<file path="src/rtl/ring_rd_pkg.sv">
package ring_rd_pkg;

    localparam int WORD_W        = 32;
    localparam int MAX_CMD_WORDS = 7;
    localparam int LEN_W         = $clog2(MAX_CMD_WORDS + 1);

    localparam logic [1:0] HDR_MIN  = 2'd0;
    localparam logic [1:0] HDR_MAX  = 2'd1;
    localparam logic [1:0] HDR_NEXT = 2'd2;
    localparam logic [1:0] HDR_STOP = 2'd3;

    localparam logic [WORD_W-1:0] OP_UPDATE = 32'd1;
    localparam logic [WORD_W-1:0] OP_FILL   = 32'd2;
    localparam logic [WORD_W-1:0] OP_COPY   = 32'd3;

    typedef enum logic [3:0] {
        ST_IDLE,
        ST_HDR_REQ,
        ST_HDR_CAP,
        ST_POLL_REQ,
        ST_POLL_CAP,
        ST_FETCH_REQ,
        ST_FETCH_CAP,
        ST_OFFER,
        ST_WBACK,
        ST_HALT
    } rd_state_e;

    // Total words of a command including its opcode; 0 means unknown opcode.
    function automatic logic [LEN_W-1:0] op_words(input logic [WORD_W-1:0] op);
        case (op)
            OP_UPDATE: op_words = LEN_W'(5);
            OP_FILL:   op_words = LEN_W'(6);
            OP_COPY:   op_words = LEN_W'(7);
            default:   op_words = '0;
        endcase
    endfunction

endpackage

</file>
<file path="src/rtl/ring_step.sv">
module ring_step #(
    parameter int W = 14
) (
    input  logic [W-1:0] cur,
    input  logic [W-1:0] lo,
    input  logic [W-1:0] hi,
    output logic [W-1:0] nxt
);
    logic [W-1:0] inc;

    always_comb begin
        inc = cur + W'(1);
        nxt = (inc == hi) ? lo : inc;
    end

endmodule

</file>
<file path="src/rtl/cmd_framer.sv">
module cmd_framer
    import ring_rd_pkg::*;
(
    input  logic              clk,
    input  logic              rst_n,
    input  logic              clr,
    input  logic              acc,
    input  logic [WORD_W-1:0] acc_word,
    input  logic [WORD_W-1:0] cand_word,
    output logic              at_start,
    output logic              bad_op
);
    logic [LEN_W-1:0] left_q;

    always_ff @(posedge clk) begin
        if (!rst_n || clr) begin
            left_q <= '0;
        end else if (acc) begin
            if (left_q == '0) left_q <= op_words(acc_word) - LEN_W'(1);
            else              left_q <= left_q - LEN_W'(1);
        end
    end

    always_comb begin
        at_start = (left_q == '0);
        bad_op   = at_start && (op_words(cand_word) == '0);
    end


    left_range_chk: assert property (@(posedge clk) disable iff (!rst_n)
        left_q <= LEN_W'(MAX_CMD_WORDS - 1));


    known_accept_chk: assert property (@(posedge clk) disable iff (!rst_n)
        (acc && at_start) |-> (op_words(acc_word) != '0));

endmodule

</file>
<file path="src/rtl/sync_tracker.sv">
module sync_tracker (
    input  logic clk,
    input  logic rst_n,
    input  logic sync_req,
    input  logic drained,
    output logic busy
);
    logic busy_q;

    always_ff @(posedge clk) begin
        if (!rst_n)        busy_q <= 1'b0;
        else if (sync_req) busy_q <= 1'b1;
        else if (drained)  busy_q <= 1'b0;
    end

    assign busy = busy_q;


    sync_raise_chk: assert property (@(posedge clk) disable iff (!rst_n)
        sync_req |=> busy);


    busy_hold_chk: assert property (@(posedge clk) disable iff (!rst_n)
        (busy && !drained && !sync_req) |=> busy);

endmodule

</file>
<file path="src/rtl/ring_cmd_reader.sv">
module ring_cmd_reader
    import ring_rd_pkg::*;
#(
    parameter int ADDR_W = 14
) (
    input  logic              clk,
    input  logic              rst_n,
    input  logic              cfg_done,
    input  logic              sync_req,
    output logic              mem_req,
    output logic              mem_we,
    output logic [ADDR_W-1:0] mem_addr,
    output logic [31:0]       mem_wdata,
    input  logic [31:0]       mem_rdata,
    output logic              cmd_valid,
    input  logic              cmd_ready,
    output logic [31:0]       cmd_data,
    output logic              cmd_first,
    output logic              busy,
    output logic              err
);
    localparam int PAD_W = WORD_W - ADDR_W - 2;

    rd_state_e         state_q, state_d;
    logic [1:0]        hdr_sel;
    logic [ADDR_W-1:0] min_idx, max_idx, next_idx, stop_idx, stop_nxt, rd_idx;
    logic [WORD_W-1:0] word_q;
    logic              err_q;
    logic              at_start, bad_op, accept, drained;

    assign rd_idx  = mem_rdata[ADDR_W+1:2];
    assign accept  = (state_q == ST_OFFER) && cmd_ready;
    assign drained = (state_q == ST_POLL_CAP) && (rd_idx == stop_idx);

    ring_step #(.W(ADDR_W)) u_step (
        .cur (stop_idx),
        .lo  (min_idx),
        .hi  (max_idx),
        .nxt (stop_nxt)
    );

    cmd_framer u_framer (
        .clk       (clk),
        .rst_n     (rst_n),
        .clr       (state_q == ST_IDLE),
        .acc       (accept),
        .acc_word  (word_q),
        .cand_word (mem_rdata),
        .at_start  (at_start),
        .bad_op    (bad_op)
    );

    sync_tracker u_sync (
        .clk      (clk),
        .rst_n    (rst_n),
        .sync_req (sync_req),
        .drained  (drained),
        .busy     (busy)
    );

    // State register
    always_ff @(posedge clk) begin
        if (!rst_n) state_q <= ST_IDLE;
        else        state_q <= state_d;
    end

    // Next-state logic
    always_comb begin
        state_d = state_q;
        unique case (state_q)
            ST_IDLE:      if (cfg_done) state_d = ST_HDR_REQ;
            ST_HDR_REQ:   state_d = ST_HDR_CAP;
            ST_HDR_CAP:   state_d = (hdr_sel == HDR_STOP) ? ST_POLL_REQ : ST_HDR_REQ;
            ST_POLL_REQ:  state_d = cfg_done ? ST_POLL_CAP : ST_IDLE;
            ST_POLL_CAP:  state_d = (rd_idx == stop_idx) ? ST_POLL_REQ : ST_FETCH_REQ;
            ST_FETCH_REQ: state_d = cfg_done ? ST_FETCH_CAP : ST_IDLE;
            ST_FETCH_CAP: state_d = bad_op ? ST_HALT : ST_OFFER;
            ST_OFFER:     if (cmd_ready) state_d = ST_WBACK;
            ST_WBACK:     state_d = (stop_idx == next_idx) ? ST_POLL_REQ : ST_FETCH_REQ;
            ST_HALT:      state_d = ST_HALT;
            default:      state_d = ST_IDLE;
        endcase
    end

    // Datapath registers
    always_ff @(posedge clk) begin
        if (!rst_n) begin
            hdr_sel  <= HDR_MIN;
            min_idx  <= '0;
            max_idx  <= '0;
            next_idx <= '0;
            stop_idx <= '0;
            word_q   <= '0;
            err_q    <= 1'b0;
        end else begin
            unique case (state_q)
                ST_IDLE: hdr_sel <= HDR_MIN;
                ST_HDR_CAP: begin
                    unique case (hdr_sel)
                        HDR_MIN:  min_idx  <= rd_idx;
                        HDR_MAX:  max_idx  <= rd_idx;
                        HDR_NEXT: next_idx <= rd_idx;
                        HDR_STOP: stop_idx <= rd_idx;
                        default:  ;
                    endcase
                    hdr_sel <= hdr_sel + 2'd1;
                end
                ST_POLL_CAP:  next_idx <= rd_idx;
                ST_FETCH_CAP: begin
                    word_q <= mem_rdata;
                    if (bad_op) err_q <= 1'b1;
                end
                ST_OFFER: if (cmd_ready) stop_idx <= stop_nxt;
                default: ;
            endcase
        end
    end

    // Outputs
    always_comb begin
        mem_req   = 1'b0;
        mem_we    = 1'b0;
        mem_addr  = '0;
        mem_wdata = {{PAD_W{1'b0}}, stop_idx, 2'b00};
        unique case (state_q)
            ST_HDR_REQ: begin
                mem_req  = 1'b1;
                mem_addr = ADDR_W'(hdr_sel);
            end
            ST_POLL_REQ: begin
                mem_req  = cfg_done;
                mem_addr = ADDR_W'(HDR_NEXT);
            end
            ST_FETCH_REQ: begin
                mem_req  = cfg_done;
                mem_addr = stop_idx;
            end
            ST_WBACK: begin
                mem_req  = 1'b1;
                mem_we   = 1'b1;
                mem_addr = ADDR_W'(HDR_STOP);
            end
            default: ;
        endcase
        cmd_valid = (state_q == ST_OFFER);
        cmd_data  = word_q;
        cmd_first = (state_q == ST_OFFER) && at_start;
        err       = err_q;
    end


    idle_quiet_chk: assert property (@(posedge clk) disable iff (!rst_n)
        (state_q == ST_IDLE) |-> (!mem_req && !cmd_valid));


    hold_data_chk: assert property (@(posedge clk) disable iff (!rst_n)
        (cmd_valid && !cmd_ready) |=> (cmd_valid && $stable(cmd_data)));


    wb_target_chk: assert property (@(posedge clk) disable iff (!rst_n)
        mem_we |-> (mem_addr == ADDR_W'(HDR_STOP)));


    err_sticky_chk: assert property (@(posedge clk) disable iff (!rst_n)
        err |=> err);


    err_silent_chk: assert property (@(posedge clk) disable iff (!rst_n)
        err |-> (!mem_req && !cmd_valid));

endmodule

</file>
<file path="config.mk">
export PLATFORM = sky130hd
export DESIGN_NAME = ring_cmd_reader
export DESIGN_NICKNAME = d
export VERILOG_FILES = /design/src/rtl/ring_rd_pkg.sv /design/src/rtl/ring_step.sv /design/src/rtl/cmd_framer.sv /design/src/rtl/sync_tracker.sv /design/src/rtl/ring_cmd_reader.sv
export SDC_FILE = /design/constraint.sdc
export NUM_CORES = 1
export LEC_CHECK = 0
export BUFFER_PORTS_ARGS = -buffer_cell sky130_fd_sc_hd__buf_2
export CAP_MARGIN = 10
export CORE_ASPECT_RATIO = 1.1
export CORE_MARGIN = 3
export CORE_UTILIZATION = 30
export CTS_CLUSTER_SIZE = 20
export DETAILED_ROUTE_END_ITERATION = 8
export GPL_ROUTABILITY_DRIVEN = 0
export GPL_TIMING_DRIVEN = 0
export SYNTH_ARGS = -nofsm -noshare
export SYNTH_HDL_FRONTEND = slang
export SYNTH_HIERARCHICAL = 1
export SYNTH_SLANG_ARGS = --single-unit
</file>
<file path="constraint.sdc">
create_clock -name clk -period 5.3 [get_ports clk]
set_input_delay 0.53 -clock clk [delete_from_list [all_inputs] [get_ports clk]]
set_output_delay 0.53 -clock clk [all_outputs]
set_load 0.02 [all_outputs]
</file>
* Word level (Yosys, flattened, before mapping) *
Index checks and enable logic that the tools add are counted.

cells by class
  multiplexer cells = 27
  add/subtract/negate cells = 4
  reduce and logical (&&, ||, !) cells = 22
  eq/ne operators = 25

operators with widths
  cell                   count
  $eq 32x2->1 const B    4
  $eq 32x1->1 const B    2
  $mux 14                4
  $pmux 14 s2            2
  $pmux 14 s4            1
  $eq 14x14->1           3
  $pmux 4 s10            1
  $mux 3                 8
  $pmux 3 s3             2
  $eq 4x3->1 const B     4
  $add 14x1->14 const B  1
  $mux 4                 3
  $reduce_and 2->1       5
  $eq 4x2->1 const B     2
  $eq 4x4->1 const B     2
  $reduce_bool 2->1      4
  $logic_not 3->1        2
  $sub 3x1->3 const B    2
  $eq 2x2->1 const B     2
  $eq 4x1->1 const B     1
  $logic_and 1x1->1      4
  $logic_not 4->1        1
  $ne 2x1->1 const B     2
  $ne 2x2->1 const B     2
  other kinds (11)       14

storage, ports and cells
  flip-flop bits (word level) = 99
  output and inout port bits = 84
  bits of input ports = 37

* Logic depth before layout (Yosys ltp) *
  depth after elaboration = 7
  depth in mapped cells = 11
  depth with buffers taken out = 9

* By module *
The synthesis kept the hierarchy.

by module, submodules not included
  module           area each (µm²)  sequential area each (µm²)  cells an instance  times used
  ring_cmd_reader  4409.2           1901.8                      539                1
  ring_step        1174.9           0.0                         148                1
  cmd_framer       354.1            60.1                        47                 1
  sync_tracker     41.3             20.0                        3                  1

* Worst setup path before layout *
OpenSTA, ideal clock, no wires.

  path kind = reg-to-reg
  start = register stop_idx[0]
  end = register stop_idx[11]
  arrival time = 2.603 ns
  setup slack = 2.551 ns
  library setup time = 0.147 ns
  clock period less this slack = 2.749 ns
  cell stages (with the launch flop) = 12
  data required time = 5.153 ns
  path through = dfxtp_1 ha_1 and4_1 buf_6 a41oi_1 a221oi_2 o2111a_1 nand4_4 buf_6 mux2_4 nand2_1 a311oi_2

on the way
  cells in the longest elaborated chain, start to end = 5

ends and longest elaborated chain
  what                    RTL line                source
  from (decl)             ring_cmd_reader.sv:26   logic [ADDR_W-1:0] min_idx, max_idx, next_idx, stop_idx, stop_nxt, rd_idx;
  from (signal assigned)  ring_cmd_reader.sv:103  HDR_STOP: stop_idx <= rd_idx;
  from (signal assigned)  ring_cmd_reader.sv:113  ST_OFFER: if (cmd_ready) stop_idx <= stop_nxt;
  $add 14x1->14 *         ring_step.sv:12         inc = cur + W'(1);
  $eq 14x14->1            ring_step.sv:13         nxt = (inc == hi) ? lo : inc;
  $mux 14 *               ring_step.sv:13
  via stop_nxt[11]        ring_cmd_reader.sv:26
  $mux 14 *               ring_cmd_reader.sv:113
  $pmux 14 s2 *           ring_cmd_reader.sv:96   unique case (state_q)

Mark *: on every way through the listed nets, which the timed path passes. The rest lies on a longest branch. The select of a mux whose other input is x is not followed.
A chain may end at the register's enable or synchronous reset.

* Final worst setup path *
  start = register stop_idx[1]
  end = register stop_idx[9]

Same word-level chain as after synthesis.

==> key figures <==
Die
  • Die area: 0.0217 mm^2
  • Die Y: 154 um
  • Die Wd: between 100 and 150 um
  • I/O pin count: ~120
  • Core area: 0.0194 mm^2
  • Starting Density: 30.9%
  • Rows: 53

Timing
  • Max Fclk: roughly 310 MHz
  • Minimum clock period: 3.20 ns
  • Final WS setup: 2.10 ns
  • Headroom to the max-slew limit: 49.9%
  • Max-slew violation count: 0
  • Final Setup Violations: 0
  • Period utilization: roughly three fifths
  • Unrepaired setup endpoints after global routing: no
  • TNS Setup: 0 ns
  • Skew final: 0.00725 ns
  • Worst-Margin Slew: 0.752 ns
  • Final hold vios: 0

Run
  • Max-cap viol count: 0

Synth
  • Synthesized instance count: 737
  • Mean area per synthesized cell: 8.11 um^2
  • Largest family of logic cells by synthesized area: simple AND/OR/NAND/NOR gates
  • Area leader, netlist: dfxtp_1
  • Yosys warnings: 6
  • Ranking of synthesized cells by area: dfxtp_1, nand2_1, a21oi_1
  • EDFF count, synth: 0
  • Post-synth ARST share: 0%
  • Synth top area share: 33.1%
  • Post-synthesis xor/xnor area fraction: 8.14%
  • #FFs+latches synth: 99
  • Yosys cell types: 69
  • Post-Synth Simple-Gate Area: 29.0%
  • Post-synthesis compound-gate area fraction: 14.5%
  • Cell with the most instances after synthesis: nand2_1
  • Adder-cell area share of the yosys netlist: about 1.3%
  • Synthesized cell area: 0.00598 mm^2
  • Synth cell count leaders: nand2_1, dfxtp_1, a21oi_1
  • Seq/Total Area, Yosys: around 33%
  • Top FF cell, synth: dfxtp_1
  • Post-synthesis mux area share: 5.92%

Worst setup path
  • Worst EP required: 5.50 ns
  • WP data arrival: 3.40 ns
  • Kind of critical path: flip-flop to flip-flop
  • Worst path bufs/invs: 2
  • Slowest CP cell: dfxtp_1
  • Max FO, Critical Path: 10
  • CP top delay family: compound AO/OA/AOI/OAI gates
  • Max stage delay on crit path: 0.65 ns
  • Sequence of cells on the critical path: ha_1 -> and4_1 -> buf_6 -> a41oi_1 -> a221oi_2 -> o2111a_1 -> nand4_4 -> buf_6 -> mux2_4 -> nand2_1 -> a311oi_2
  • Critical Path Most Common Cell: buf_6
  • CP startpoint kind: flip-flop
  • Endpoint class of the critical path: flip-flop

Routing
  • Antenna viol nets, final: 0
  • DR WL/cell: around 16 um
  • Initial DRC count: 317
  • Wirelength, routed: 18.1 mm
  • DR vias: 5520
  • DRC violations left: 0
  • Pre-antenna DRT Iters: 5
  • Via/cell ratio: between 4 and 5

Clock tree
  • Clk_lat worst skew: 0.35 ns
  • Post_cts resized: 0
  • TritonCTS clock tree: done
  • Clock transition at path regs: about 0.070 ns
  • Post-CTS setup buffer count: 0
  • CTS Sinks: 99
  • Total CTS buffers: 9
  • CTS hold repair buffers: 0
  • H-tree depth: 3
  • Clock Root Buffer: clkbuf_16
  • CTS max path bufs: 2

Cells and area
  • Sequential cell area: between 0.0015 and 0.002 mm^2
  • Antenna diode count: 0
  • Fillers: 2066
  • Nets: 910
  • Layout area overhead: 20.0%
  • Area of the multi-input gates: 0.00358 mm^2
  • Layout cells sized above 1: 24.3%

GRT
  • GR Util All Layers: 16.7%
  • Vias in the first global route: 5343
  • First-pass GRT wire length: 29.2 mm
  • Antenna violations before repair: 0
  • GRT overflow: 0
  • Largest net degree at the start of global routing: 18

Worst hold path
  • Hold Crit Class: input port to flip-flop

Pwr
  • Clock share of power: 43.2%
  • Seq pwr share: 48.1%
  • Maximum vdd ir drop: 132 uV
  • Sw Ratio: between 20% and 30%
  • Combinational share of power: a little under 9%
  • Switch Pwr: 394 uW
  • Power density cells: 220 mW/mm^2
  • Pleak: between 0.003 and 0.004 uW
  • Internal power: roughly 1200 uW

Place
  • HPWL Detailed: 14.0 mm
  • Place WS: 2.12 ns
  • Port bufs: approximately 100

Outcome
  • Status: completed
## final timing paths
kind | start | endpoint | slack, ns | cells past startpoint
setup / recovery | stop_idx[1] | stop_idx[9] | 2.10 | 11
hold / removal | sync_req | u_sync/busy | 0.41 | 2
setup reg to reg | stop_idx[1] | stop_idx[9] | 2.10 | 11
hold reg to reg | min_idx[6] | min_idx[6] | 0.46 | 2
## state kept, by name, indices dropped and copies added (netlist names)
name and cells:
u_framer/left_q 3, stop_idx 14, max_idx 14, min_idx 14, next_idx 14, state_q 4, hdr_sel 2, err 1
u_sync/busy 1, cmd_data 32
## power by group through the flow
| stage | Sequential [uW] | Combinational (uW) | Clock [uW] |
|---|---|---|---|
| after global placement | 776 | 136 | 0 |
| after global routing | 760 | 150 | 728 |
| after detailed placement | 776 | 136 | 0 |
| final | 759 | 137 | 682 |
| after CTS | 759 | 136 | 691 |
| after floorplan | 775 | 82.9 | 0 |
## cell type report
class | count | area share [%]
timing repair buffer | 102 | 7.12
inverter | 17 | 0.959
sequential | 99 | 27.6
clock buffer | 10 | 3.33
clock inverter | 6 | 1.01
tap | 247 | 4.31
buffer | 64 | 5.72
multi-input combinational | 574 | 49.9
## layer usage
| metal | share of wire [%] | track usage, % | vias to the layer above |
|---|---|---|---|
| met5 | 0 | 0 | - |
| met4 | 2.1 | 4.94 | 0 |
| met3 | 5.5 | 2.99 | 26 |
| met2 | 46 | 27.0 | 176 |
| met1 | 46 | 22.6 | 2562 |
| li1 | - | - | 2756 |
## stage by stage
step | hold slack (ns) | cell area (um^2) | util, % | power, uW | std cells
after global routing | 0.415 | 7170 | 37.1 | 1640 | 1119
after floorplan | 0.434 | 6040 | - | 858 | 754
after CTS | 0.404 | 7170 | 37.1 | 1590 | 1119
after global placement | 0.439 | 6860 | 35.4 | 912 | 1103
after detailed placement | 0.447 | 6860 | 35.4 | 912 | 1103
final | 0.412 | 7170 | 37.1 | 1580 | 1119
## layout by cell type, fill, tap and decap left out, types with 14 or more instances in the layout
cell type,netlist,final
buf_2,8,110
xnor2_1,17,17
conb_1,1,18
inv_1,16,16
and2_1,18,18
xor2_1,36,36
nor4_1,22,22
a311oi_2,14,14
clkbuf_1,22,22
a21oi_1,71,71
mux2i_1,17,17
nor2_1,54,54
buf_4,24,24
nand2_1,168,168
dfxtp_1,99,99
## kinds of logic after synthesis
family | Yosys count
AOI/OAI and AO/OA | 123
xor gates and xnor gates | 54
adders and majority gates | 6
buffers and inverters | 81
DFF | 99
muxes | 30
other | 1
and+or+nand+nor | 343
(Power assumes the default switching activity.)
